## src/rtl/sar_pkg.sv

```systemverilog
package sar_pkg;

   typedef enum logic [1:0] {
      ST_IDLE = 2'd0,
      ST_SYNC = 2'd1,
      ST_CONV = 2'd2,
      ST_REC  = 2'd3
   } sar_state_e;

   localparam int DIV_LG_MAX = 6;

   // log2 of the divider for a select code; RC codes return 1 (unused)
   function automatic logic [2:0] div_lg(input logic [2:0] sel);
      if (sel[1:0] == 2'b11) return 3'd1;
      return {sel[1:0], 1'b0} + {2'b00, sel[2]} + 3'd1;
   endfunction

endpackage

```

## src/rtl/sar_tad_gen.sv

```systemverilog
module sar_tad_gen
   import sar_pkg::*;
#(
   parameter int CNT_W  = DIV_LG_MAX,
   parameter bit USE_RC = 1'b1
) (
   input  logic       clk,
   input  logic       rst_n,
   input  logic       rc_tick,
   input  logic [2:0] sel,
   output logic       tad
);

   logic [CNT_W-1:0] cnt;
   logic [CNT_W-1:0] mask;
   logic [2:0]       lg;
   logic             div_tick;
   logic             is_rc;

   always_ff @(posedge clk or negedge rst_n) begin
      if (!rst_n) cnt <= '0;
      else        cnt <= cnt + 1'b1;
   end

   always_comb begin
      lg       = div_lg(sel);
      mask     = ~({CNT_W{1'b1}} << lg);
      div_tick = ((cnt & mask) == mask);
      is_rc    = (sel[1:0] == 2'b11);
   end

   generate
      if (USE_RC) begin : g_rc
         assign tad = is_rc ? rc_tick : div_tick;
      end else begin : g_no_rc
         logic unused_rc;
         assign unused_rc = rc_tick ^ is_rc;
         assign tad       = div_tick;
      end
   endgenerate

endmodule

```

## src/rtl/sar_approx_reg.sv

```systemverilog
module sar_approx_reg #(
   parameter int W = 10
) (
   input  logic         clk,
   input  logic         rst_n,
   input  logic         clr,
   input  logic         load,
   input  logic         step,
   input  logic         cmp,
   output logic [W-1:0] trial,
   output logic [W-1:0] resolved,
   output logic         last
);

   localparam logic [W-1:0] MSB_ONE = {1'b1, {(W-1){1'b0}}};

   logic [W-1:0] ptr;

   assign resolved = cmp ? trial : (trial & ~ptr);
   assign last     = ptr[0];

   always_ff @(posedge clk or negedge rst_n) begin
      if (!rst_n) begin
         trial <= '0;
         ptr   <= '0;
      end else if (clr) begin
         trial <= '0;
         ptr   <= '0;
      end else if (load) begin
         trial <= MSB_ONE;
         ptr   <= MSB_ONE;
      end else if (step) begin
         trial <= resolved | (ptr >> 1);
         ptr   <= ptr >> 1;
      end
   end

endmodule

```

## src/rtl/sar_conv_seq.sv

```systemverilog
module sar_conv_seq
   import sar_pkg::*;
#(
   parameter int W        = 10,
   parameter int REC_TADS = 2,
   parameter bit USE_RC   = 1'b1
) (
   input  logic         clk,
   input  logic         rst_n,
   input  logic         rc_tick,
   input  logic [2:0]   clk_sel,
   input  logic         go_set,
   input  logic         go_clr,
   input  logic         done_clr,
   input  logic         irq_en,
   input  logic         cmp_in,
   output logic [W-1:0] dac_code,
   output logic         sample_en,
   output logic         go_bit,
   output logic [W-1:0] result,
   output logic         done_flag,
   output logic         irq
);

   localparam int REC_W = $clog2(REC_TADS + 1);
   localparam logic [REC_W-1:0] REC_LAST = REC_W'(REC_TADS - 1);

   generate
      if (W < 2)        begin : g_bad_w   $error("W must be at least 2");        end
      if (REC_TADS < 1) begin : g_bad_rec $error("REC_TADS must be at least 1"); end
   endgenerate

   sar_state_e       state;
   logic [2:0]       sel_q;
   logic [REC_W-1:0] rec_cnt;
   logic             tad;
   logic             start_conv, step, finish, abort, clr;
   logic [W-1:0]     resolved;
   logic             last;

   always_ff @(posedge clk or negedge rst_n) begin
      if (!rst_n)                sel_q <= 3'b000;
      else if (state == ST_IDLE) sel_q <= clk_sel;
   end

   sar_tad_gen #(.CNT_W(DIV_LG_MAX), .USE_RC(USE_RC)) i_tad (
      .clk     (clk),
      .rst_n   (rst_n),
      .rc_tick (rc_tick),
      .sel     (sel_q),
      .tad     (tad)
   );

   always_comb begin
      abort      = go_bit && go_clr;
      start_conv = (state == ST_SYNC) && tad && !go_clr;
      step       = (state == ST_CONV) && tad && !go_clr;
      finish     = step && last;
      clr        = abort || finish;
   end

   sar_approx_reg #(.W(W)) i_sar (
      .clk      (clk),
      .rst_n    (rst_n),
      .clr      (clr),
      .load     (start_conv),
      .step     (step),
      .cmp      (cmp_in),
      .trial    (dac_code),
      .resolved (resolved),
      .last     (last)
   );

   always_ff @(posedge clk or negedge rst_n) begin
      if (!rst_n) begin
         state   <= ST_IDLE;
         go_bit  <= 1'b0;
         rec_cnt <= '0;
         result  <= '0;
      end else begin
         unique case (state)
            ST_IDLE: begin
               if (go_set) begin
                  go_bit <= 1'b1;
                  state  <= ST_SYNC;
               end
            end
            ST_SYNC, ST_CONV: begin
               if (abort) begin
                  go_bit  <= 1'b0;
                  rec_cnt <= '0;
                  state   <= ST_REC;
               end else if (start_conv) begin
                  state <= ST_CONV;
               end else if (finish) begin
                  result <= resolved;
                  go_bit <= 1'b0;
                  state  <= ST_IDLE;
               end
            end
            ST_REC: begin
               if (tad) begin
                  if (rec_cnt == REC_LAST) state <= ST_IDLE;
                  rec_cnt <= rec_cnt + 1'b1;
               end
            end
            default: state <= ST_IDLE;
         endcase
      end
   end

   always_ff @(posedge clk or negedge rst_n) begin
      if (!rst_n)        done_flag <= 1'b0;
      else if (finish)   done_flag <= 1'b1;
      else if (done_clr) done_flag <= 1'b0;
   end

   assign sample_en = (state == ST_IDLE);
   assign irq       = done_flag && irq_en;

endmodule

```

## config.mk

```make
export PLATFORM = sky130hd
export DESIGN_NAME = sar_conv_seq
export DESIGN_NICKNAME = d
export VERILOG_FILES = /design/src/rtl/sar_pkg.sv /design/src/rtl/sar_tad_gen.sv /design/src/rtl/sar_approx_reg.sv /design/src/rtl/sar_conv_seq.sv
export SDC_FILE = /design/constraint.sdc
export NUM_CORES = 1
export LEC_CHECK = 0
export ABC_AREA = 1
export BUFFER_PORTS_ARGS = -buffer_cell sky130_fd_sc_hd__buf_2
export CELL_PAD_IN_SITES_DETAIL_PLACEMENT = 1
export CELL_PAD_IN_SITES_GLOBAL_PLACEMENT = 2
export CORE_MARGIN = 2
export CORE_UTILIZATION = 33
export CTS_CLUSTER_DIAMETER = 60
export DETAILED_ROUTE_END_ITERATION = 10
export GPL_TIMING_DRIVEN = 0
export PLACE_DENSITY_LB_ADDON = 0.1
export SLEW_MARGIN = 20
export SYNTH_ARGS = -nofsm -noshare
export SYNTH_HDL_FRONTEND = slang
export SYNTH_SLANG_ARGS = --single-unit
```

## constraint.sdc

```tcl
create_clock -name clk -period 2.1 [get_ports clk]
set_clock_uncertainty 0.2 [all_clocks]
set_input_delay 0.105 -clock clk [delete_from_list [all_inputs] [get_ports clk]]
set_output_delay 0.105 -clock clk [all_outputs]
set_load 0.01 [all_outputs]
```

# After elaboration in Yosys (flattened, before gate mapping)
# Cells that the tools add are included.
# totals
ff_bits	45
input_bits	11
output_inout_bits	24
word_cells	81
# op_classes
n_addsub	4
n_eq_ne	13
shifts	1
muxes	28
bitwise	7
n_reduce_logical	19
# ops
operator	n
$mux 10	7
$mux 2	8
$reduce_and 4->1	3
$and 10x10->10	1
$not 10->10	1
$or 10x9->10	1
$mux 1	8
$ne 2x2->1 const B	4
$logic_and 1x1->1	7
$add 6x1->6 const B	1
$and 6x6->6	1
$eq 2x2->1 const B	3
$eq 6x6->1	1
$mux 3	2
$ne 3x3->1 const B	2
$not 6->6	1
$pmux 2 s3	1
$reduce_bool 2->1	3
$shl 6x3->6 const A	1
$eq 2x1->1 const B	2
$ne 4x3->1 const B	1
$pmux 2 s2	1
$add 3x1->3	1
$add 3x1->3 const B	1
9 further kinds	10

# Depth between registers and ports, before layout
# Gate-level depths: netlist of run 1.
# logic_depth
word_depth	15
ltp_mapped	13
depth_no_buf	13

# Modules after synthesis
# Synthesis of run 1 repeated with hierarchy kept, for this count alone.
# hier_totals
hier_cells	298
area_unflattened_um2	2307.2
# by_module_without_submodules
module	instances	cells_each	area_each_um2	seq_area_each_um2
sar_approx_reg	1	136	978.4	500.5
sar_conv_seq	1	114	953.4	475.5
sar_tad_gen	1	48	375.4	150.1

# Least setup slack after synthesis of run 1
# OpenSTA, ideal clock, no wires.
# synth_path
path_type	flip-flop to flip-flop
start	register sel_q[1]
end	register i_sar.trial[0]
setup_ps	117
arrival_ps	1532
t_required_ps	1783
path_slack_ps	251
path_stages_with_launch	11
path_buffers	1
period_less_slack_ps	1849
path_cell_list	dfrtp_1 -> ha_1 -> o21ai_1 -> nor2_1 -> nand3_2 -> nand2_4 -> nand2_2 -> and3_1 -> buf_6 -> nand2_1 -> nand2_1
# synth_via
elab_chain_cells	13
elab_cells_between_ends	19
cone_classes	add/sub: 2; eq/ne: 2; shift: 1; mux: 5; bitwise: 2; reduce/logical: 7
# synth_lines
item	line	source
start, declared	sar_conv_seq.sv:34	logic [2:0] sel_q;
start signal, assigned	sar_conv_seq.sv:43	else if (state == ST_IDLE) sel_q <= clk_sel;
$add 3x1->3 / $eq 2x2->1 (equally long branches)	sar_pkg.sv:15, sar_pkg.sv:14, sar_tad_gen.sv:29	
$add 3x1->3 / $mux 1 (equally long branches)	sar_pkg.sv:15, sar_pkg.sv:14	
$mux 3	sar_pkg.sv:15	return {sel[1:0], 1'b0} + {2'b00, sel[2]} + 3'd1;
$shl 6x3->6	sar_tad_gen.sv:27	mask = ~({CNT_W{1'b1}} << lg);
$not 6->6	sar_tad_gen.sv:27	
$and 6x6->6	sar_tad_gen.sv:28	div_tick = ((cnt & mask) == mask);
$eq 6x6->1	sar_tad_gen.sv:28	
$mux 1 *	sar_tad_gen.sv:34	assign tad = is_rc ? rc_tick : div_tick;
$logic_and 1x1->1 (2 in a row)	sar_conv_seq.sv:57	step = (state == ST_CONV) && tad && !go_clr;
$logic_and 1x1->1	sar_conv_seq.sv:58	finish = step && last;
$logic_or 1x1->1	sar_conv_seq.sv:59	clr = abort || finish;
$reduce_bool 3->1 (no line) / $mux 10 (equally long branches)	--	
end signal, assigned	sar_approx_reg.sv:33	trial <= resolved | (ptr >> 1);
end, declared	sar_approx_reg.sv:10	output logic [W-1:0] trial,
# Every way passes the cells marked *; elsewhere a longest branch is shown, timed or not.
# A chain may end at the register's enable or synchronous reset.

# Worst setup path after layout of run 1
# layout_path
start	register sel_q[0]
end	register i_sar.trial[5]
# The elaborated chain is that of the path after synthesis.

==> metrics, run 1 <==
top cell type by total area after synthesis dfrtp_1; CP max-delay cell dfrtp_1; via/cell ratio 4.59; cts bufs inserted 5; CP Max Fanout 7; worst setup margin -0.0452 ns; slowest stage delay, CP 0.43 ns; GPL Wtd Cong 0.700; PD cells 1020 mW/mm^2; DP HPWL 3930 microns; Pre-Repair DR Iteration Count 4; launch point of the worst hold path go_clr; Critical Path Start sel_q[0]$_DFFE_PN0P_; Clk network pwr share 18.5%; Relative slew margins 59.1%; TritonCTS Sinks 45; register area share after synthesis 49.3%; Hold Path Depth 4; initial antenna violation count 0; # nets final 350; synthesized netlist cell count 273; measured slew at the worst slew-check pin 0.613 ns; die area 0.00760 sq mm; Combinational Power Share 47.0%; worst reg2reg path startpoint sel_q[0]$_DFFE_PN0P_; Worst EP required 2.10 ns; Most used DFF post-synth dfrtp_1; CP arrival 2.15 ns; flops & latches, synth 45; Worst-Skew Late Latency 0.30 ns; count of different cell masters after synthesis 28; CTS max path bufs 2; worst hold-check path type primary input to register; Sw Share 40.8%; CTS root buffer clkbuf_8; FMAX 466 MHz; fraction of registers with async set/reset 100%; VDD IR max 0.000436 V; CTS tree yes; # rows 30; share of layout cells above drive strength 1 28.2%; placed inst area 0.00255 sq mm; GR Overflow Total 0; synthesis warning total 0; Antenna Nets Post-Route 0; largest net degree at the start of global routing 46; Max Cap Violations 0; antenna diode count 0; R2R cell count 12; endpoints failing setup 14; Mapped Area 0.00228 sq mm; area share of the largest cell type after synthesis 49.3%; Post-Syn Nets 293; Starting Density 33.8%; Post-Route WL 5670 microns; DR vias 1883; Total GRT Usage 15.5%; Sw Pwr 1.24 mW; Crit. End Element register; Die W 87.2 microns; Area contributors post-synth dfrtp_1 49%, nand2_1 15%, nand3_1 5.0%; status finished, violations left; finished layout cell area 0.00298 sq mm; Post-synth EDFFs 0; Core Area 0.00676 sq mm; internal power 1.80 mW; CTS H-tree depth 2; fin util 44.1%; die height 87.2 microns; crit path cell chain inv_2 -> ha_4 -> o21ai_2 -> nor2_1 -> nand3_2 -> nand2_4 -> buf_12 -> nand2_8 -> and3_4 -> clkbuf_16 -> nand2_2 -> nand2_1; First DRT Iteration DRCs 60; crit share post-route 102%; vias in the first global route 1904; synthesis-to-finish area growth 30.4%; Slew Limit Fails 0; drt drc 0; I/O pin count 35; RSZ-0062 raised after global routing true; Setup crit start kind register; Hold Vio Cnt, Final 0; Syn Area/Cell 8.36 sq um; clock slew at reported path FFs 0.09 ns; WS Path Type register to register; failing checks setup timing; drt wl/cell 13.8 microns; first-pass GRT wire length 9200 microns; P_leak 1.65 nW; # port buffers 33; Flop pwr share 34.5%; Tmin final 2.15 ns
## metal layers
layer / GRT usage, % / share of wire, % / vias to the layer above
met1: 22.3 / 52 / 874
met2: 23.9 / 45 / 26
li1: - / - / 979
met3: 2.65 / 3.0 / 4
met4: 4.20 / 0.51 / 0
met5: 0 / 0 / -
## area by class of cell
class                           count  area [sq um]
Tap cell                           80           100
Fill cell                         816          3780
Multi-Input combinational cell    188          1100
Timing Repair Buffer               50           362
Sequential cell                    45          1130
Clock inverter                      1          7.51
Clock buffer                        6          82.6
Buffer                              6          65.1
Inverter                           34           130
## power groups by stage
stage,logic (mW),clock network (mW),registers [mW]
after floorplan,0.769,0,1.03
after global routing,1.60,0.622,1.06
after CTS,1.08,0.592,1.03
final,1.43,0.561,1.05
after detailed placement,1.06,0,1.04
after global placement,1.04,0,1.04
## logic make-up (layout without fill, tap and decap cells)
group | Yosys count | after routing | synth area share (%)
and+or+nand+nor | 144 | 144 | 29.3
DFF | 45 | 45 | 49.3
buffers and inverters | 40 | 97 | 7.73
AOI/OAI and AO/OA | 31 | 31 | 7.18
adders and majority gates | 9 | 9 | 4.93
xor gates and xnor gates | 4 | 4 | 1.53
## stage by stage
step	power (mW)	std cells	hold WS [ns]	worst slack, ns	setup TNS, ns
global placement	2.09	386	0.0985	0.0334	0
global route	3.29	410	0.0635	-0.148	-3.69
finish	3.03	410	0.0110	-0.0452	-0.336
CTS	2.69	399	0.00737	0.0117	0
floorplan	1.80	273	-0.391	0.251	0
detailed placement	2.10	386	0.110	0.0423	0
## synthesized netlist by cell type (all sizes together) (2+ instances only)
cell,number
and3,2
a21oi,4
ha,9
dfrtp,45
inv,34
nor2,14
nand3,24
o21ai,23
nand2,94
buf,5
nand3b,8
xor2,4
## critical path: cells and delay by family, from the launching register on
kind / cells / cell delay (ns)
compound gates: 1 / 0.04
flops: 1 / 0.43
simple gates: 7 / 0.75
fa+ha+maj: 1 / 0.26
buf+inv: 3 / 0.36
## sequential cells by signal (all words and copies together), names as in the netlist
| register | flops |
|---|---|
| state | 2 |
| go_bit | 1 |
| i_tad.cnt | 6 |
| i_sar.ptr | 10 |
| done_flag | 1 |
| i_sar.trial | 10 |
| rec_cnt | 2 |
| sel_q | 3 |
| result | 10 |
## final timing paths
check	endpoint	slack, ns
setup / recovery	i_sar.trial[5]$_DFFE_PN0P_	-0.05
hold / removal	i_sar.ptr[9]$_DFFE_PN0P_	0.01
setup reg to reg	i_sar.trial[5]$_DFFE_PN0P_	-0.05
hold reg to reg	result[8]$_DFFE_PN0P_	0.27
max in group asynchronous	i_sar.ptr[2]$_DFFE_PN0P_	1.12
min in group asynchronous	i_tad.cnt[4]$_DFF_PN0_	0.16
## cells in the final DEF (no fill, tap or decap), drive strengths merged, types with 2 or more instances in the layout
master,count
nand2,94
buf,47
dfrtp,45
inv,34
nand3,24
o21ai,23
nor2,14
ha,9
clkbuf,9
nand3b,8
dlygate4sd3,6
xor2,4
a21oi,4
and3,2
## repair_timing
action,4_1_cts,5_1_grt
hold endpoints to repair,50,0
setup buffers,0,9
gates resized for setup,0,36
hold buffers,6,0
endpoints found under the setup margin,0,33
No activity file was read; power rests on OpenSTA's default activity.
==> run 2, diff against run 1 <==
Settings changed: ABC_AREA 1 to unset, CORE_UTILIZATION 33 to 35.
Clock period 2.1 ns to 2.7 ns, I/O delays scaled along.
==> metrics, run 2 <==
status completed; measured slew at the worst slew-check pin 0.644 ns; Relative slew margins 56.9%; top flop regs i_sar.ptr: 10 flops, i_sar.trial: 10 flops, result: 10 flops; CTS H-tree depth 2; top cell type by total area after synthesis dfrtp_1; First DRT Iteration DRCs 49; top cells by count, synth 45 x dfrtp_1, 28 x inv_1, 13 x o21ai_0; fin cells 330; Worst EP required 2.70 ns; GR Overflow Total 0; Worst-Skew Late Latency 0.30 ns; cts bufs inserted 5; Antenna Nets Post-Route 0; VDD IR max 0.000319 V; WS Path Type register to register; first-pass GRT wire length 8850 microns; Starting Density 36.7%; PD cells 799 mW/mm^2; met3 WL 133 microns; I/O pin count 35; fraction of registers with async set/reset 100%; Setup crit start kind register; CP arrival 2.56 ns; die area 0.00694 sq mm; synthesis-to-finish area growth 22.5%; CP Max Fanout 5; commonest non-fill, non-tap cell in the layout dfrtp_1; share of layout cells above drive strength 1 27.1%; most frequent cell after synthesis dfrtp_1; synthesized netlist cell count 202; Post-Route M1 WL 2460 microns; launch point of the worst hold path cmp_in; Syn Area/Cell 10.9 sq um; post-placement cell count 311; most frequent cells in the layout 45 x dfrtp_1, 33 x buf_2, 28 x inv_1, 13 x o21ai_0; antenna diode count 0; Crit. End Element register; count of different cell masters after synthesis 38; worst hold-check path type primary input to register; # port buffers 34; Post-Route WL 5270 microns; drt wl/cell 16.0 microns; register area share after synthesis 51.2%; crit share post-route 94.8%; Tmin final 2.56 ns; Hold Path Depth 4; area share of the largest cell type after synthesis 51.2%; P_leak 1.25 nW; CTS max path bufs 2; TritonCTS Sinks 45; Area contributors post-synth dfrtp_1 51%, mux2_2 6.1%, ha_1 5.1%; # nets final 274; vias in the first global route 1858; RSZ-0062 raised after global routing false; Post-Syn Nets 222; Pwr Total 2.15 mW; Most used DFF post-synth dfrtp_1; # rows 28; R2R cell count 8; Post-synth EDFFs 0; endpoints failing setup 0; top layer in use met4; clock slew at reported path FFs 0.09 ns; DR vias 1695; fill count 683; DP HPWL 3530 microns; Core Area 0.00599 sq mm; Routed met2 length 2590 microns; Slew Limit Fails 0; drt drc 0; Pre-Repair DR Iteration Count 4; flops & latches, synth 45; largest net degree at the start of global routing 46; Mapped Area 0.00220 sq mm; die height 83.3 microns; worst reg2reg path startpoint sel_q[0]$_DFFE_PN0P_; GPL Wtd Cong 0.662; synthesis warning total 0; Critical Path Start sel_q[0]$_DFFE_PN0P_; initial antenna violation count 0; CTS tree yes; Max Cap Violations 0; Total GRT Usage 15.8%; Hold Vio Cnt, Final 0; FMAX 391 MHz; Die W 83.3 microns; via/cell ratio 5.14; CTS root buffer clkbuf_8
[run 2: changes by cell type after synthesis, sizes merged, moves of 8 or more]
cell   before  now
mux2        0   12
nand2      94   13
nand3      24    5
o21a        0    8
o21ai      23   14
o22ai       1   12
[run 2: area by class of cell]
class | instances | area (sq um) | area share (%)
inverter | 28 | 105 | 3.90
multi-input combinational | 124 | 967 | 35.9
clock buffer | 7 | 96.3 | 3.57
tap | 75 | 93.8 | 3.48
clock inverter | 1 | 8.76 | 0.325
timing repair buffer | 45 | 277 | 10.3
buffer | 5 | 21.3 | 0.789
sequential | 45 | 1130 | 41.8
[run 2: per-layer routing]
| layer | vias to the layer above | global-route usage, % |
|---|---|---|
| met4 | 0 | 6.11 |
| met1 | 845 | 20.5 |
| met2 | 24 | 25.9 |
| met5 | - | 0 |
| li1 | 818 | - |
| met3 | 8 | 3.28 |
[run 2: worst max-delay path: stages, from the launching register on]
cell	delay (ns)
dfrtp_1	0.39
inv_1	0.07
ha_1	0.18
nor2b_1	0.15
a2111oi_4	0.47
a31oi_4	0.23
nor4_4	0.22
buf_4	0.20
mux2_2	0.34
[run 2: logic make-up (layout without fill, tap and decap cells)]
logic type / Yosys count / after routing / share of synthesized area (%)
AOI/OAI and AO/OA: 60 / 60 / 20.1
adders and majority gates: 9 / 9 / 5.12
muxes: 15 / 15 / 7.50
and+or+nand+nor: 35 / 35 / 8.47
buffers and inverters: 33 / 86 / 5.63
xor gates and xnor gates: 5 / 5 / 1.99
DFF: 45 / 45 / 51.2
[run 2: report_power, final]
part           internal (mW)  total [mW]  switching (mW)  leakage [nW]
clock network          0.237       0.488           0.251        0.0549
logic                  0.349       0.866           0.517         0.609
registers              0.737       0.800          0.0629         0.586
total                   1.32        2.15           0.831          1.25
[run 2: metrics by stage]
step	worst slack, ns	hold WS [ns]	utilization (%)	setup TNS [ns]	cell area [sq um]
final	0.139	0.0995	45.0	0	2700
after global routing	0.00721	0.176	45.0	0	2700
after CTS	0.0386	0.0939	44.5	0	2670
after detailed placement	-0.317	0.150	41.2	-5.53	2470
after global placement	-0.299	0.134	41.1	-5.09	2460
after floorplan	0.120	-0.361	-	0	2200
[run 2: path summary, 6_finish.rpt]
path                                              end  slack (ns)
max                             result[7]$_DFFE_PN0P_        0.14
min reg2reg                    i_tad.cnt[5]$_DFF_PN0_        0.26
min                        i_sar.trial[9]$_DFFE_PN0P_         0.1
max reg2reg                     result[7]$_DFFE_PN0P_        0.14
min in group asynchronous      i_tad.cnt[4]$_DFF_PN0_        0.18
max in group asynchronous      rec_cnt[0]$_DFFE_PN0P_        1.70
[run 2: repair_timing]
| action | in CTS | in global routing |
|---|---|---|
| hold buffers | 7 | 0 |
| pin swaps | 1 | 3 |
| resized for setup | 2 | 4 |
| hold endpoints to repair | 50 | 0 |
| setup endpoints to repair | 20 | 25 |
| buffers inserted | 2 | 2 |
==> run 3, diff against run 2 <==
Settings changed: PLACE_DENSITY set to 0.79, PLACE_DENSITY_LB_ADDON 0.1 to unset.
==> metrics, run 3 (synthesis gave the netlist of run 2 again) <==
I/O pin count 35; pre-CTS setup slack -0.318 ns; post-placement cell count 311; Combinational Power Share 40.7%; clock slew at reported path FFs 0.09 ns; VDD IR max 0.000293 V; Sw Share 38.4%; CTS H-tree depth 2; Relative slew margins 56.4%; CP Max Fanout 7; # port buffers 34; met3 WL 180 microns; drt wl/cell 15.2 microns; commonest non-fill, non-tap cell in the layout dfrtp_1; most frequent cells in the layout 45 x dfrtp_1, 33 x buf_2, 28 x inv_1, 13 x o21ai_0; First DRT Iteration DRCs 47; GPL Wtd Cong 0.697; Slew Limit Fails 0; fin cells 330; die height 83.3 microns; worst setup margin 0.111 ns; die area 0.00694 sq mm; Max Cap Violations 0; initial antenna violation count 0; drt drc 0; TritonCTS Sinks 45; endpoints failing setup 0; P_leak 1.25 nW; PD cells 784 mW/mm^2; Pre-Repair DR Iteration Count 4; Die W 83.3 microns; Post-Route M1 WL 2360 microns; Antenna Nets Post-Route 0; largest net degree at the start of global routing 46; antenna diode count 0; DR vias 1676; Core Area 0.00599 sq mm; Clk network pwr share 21.3%; status completed; Hold Path Depth 4; Routed met2 length 2400 microns; Crit. End Element register; worst hold-check path type primary input to register; WS Path Type register to register; # nets final 274; Flop pwr share 38.0%; Worst EP required 2.70 ns; CP arrival 2.59 ns; share of layout cells above drive strength 1 27.1%; crit share post-route 95.9%; Total GRT Usage 15.6%; Post-Route WL 5030 microns; fill count 693; # rows 28; Tmin final 2.59 ns; internal power 1.30 mW; Setup crit start kind register; R2R cell count 8; CTS tree yes; FMAX 386 MHz; RSZ-0062 raised after global routing false; measured slew at the worst slew-check pin 0.652 ns; top layer in use met4; Hold Vio Cnt, Final 0; DP HPWL 3500 microns; Sw Pwr 807 uW; vias in the first global route 1781; area occupied by multi-input gates 967 sq um; first-pass GRT wire length 8690 microns; Worst-Skew Late Latency 0.30 ns; CTS max path bufs 2; FF+latch area 0.00113 sq mm; CTS root buffer clkbuf_8; via/cell ratio 5.08; top flop regs i_sar.ptr: 10 flops, i_sar.trial: 10 flops, result: 10 flops; GR Overflow Total 0; cts bufs inserted 5; Starting Density 36.7%; synthesis-to-finish area growth 21.9%
[run 3: layout make-up]
type	instances	area share (%)
flip-flops and latches	45	42.0
multi-input cells	124	36.1
repair buffers	45	10.2
inverters	28	3.92
well taps	75	3.50
clock buffers	6	3.08
plain buffers	5	0.793
clock inverters	2	0.513
[run 3: per-layer routing]
| metal | vias to the layer above | global-route usage, % |
|---|---|---|
| met5 | - | 0 |
| met4 | 0 | 5.37 |
| met3 | 8 | 3.88 |
| met2 | 25 | 26.2 |
| met1 | 825 | 19.6 |
| li1 | 818 | - |
[run 3: repair_timing]
action,in CTS,in global routing
hold buffers,7,0
gates resized for setup,2,3
pin swaps,1,1
endpoints found under the hold margin,50,0
cloned,0,0
buffers inserted,3,1
endpoints found under the setup margin,20,25
[run 3: worst max-delay path, stage by stage, from the launching register on]
cell and delay [ns]:
dfrtp_1 0.39, inv_1 0.07, ha_1 0.18, nor2b_1 0.14, a2111oi_4 0.46, a31oi_4 0.22
nor4_4 0.27, buf_4 0.21, mux2_2 0.34
[run 3: path summary, 6_finish.rpt]
check | endpoint | slack [ns] | from
min reg2reg | i_tad.cnt[5]$_DFF_PN0_ | 0.27 | i_tad.cnt[5]$_DFF_PN0_
max in group asynchronous | state[0]$_DFFE_PN0P_ | 1.72 | rst_n
min in group asynchronous | sel_q[0]$_DFFE_PN0P_ | 0.16 | rst_n
max | result[3]$_DFFE_PN0P_ | 0.11 | sel_q[0]$_DFFE_PN0P_
min | i_sar.trial[9]$_DFFE_PN0P_ | 0.09 | cmp_in
max reg2reg | result[3]$_DFFE_PN0P_ | 0.11 | sel_q[0]$_DFFE_PN0P_
[run 3: stage by stage]
stage                     util [%]  TNS (ns)  power [mW]  area [sq um]  hold slack (ns)
after CTS                     44.5         0        2.10          2660           0.0981
after global placement        41.1     -5.28        1.62          2460            0.136
after floorplan                  -         0        1.42          2200           -0.361
after global routing          44.8         0        2.27          2680            0.152
after detailed placement      41.2     -5.17        1.63          2470            0.144
final                         44.8         0        2.10          2680           0.0912
[run 3: power groups by stage]
stage	sequential, mW	clock (mW)	combinational (mW)
5_1_grt	0.811	0.492	0.966
3_3_place_gp	0.811	0	0.809
4_1_cts	0.800	0.465	0.839
2_1_floorplan	0.804	0	0.612
6_report	0.798	0.449	0.856
3_5_place_dp	0.813	0	0.818
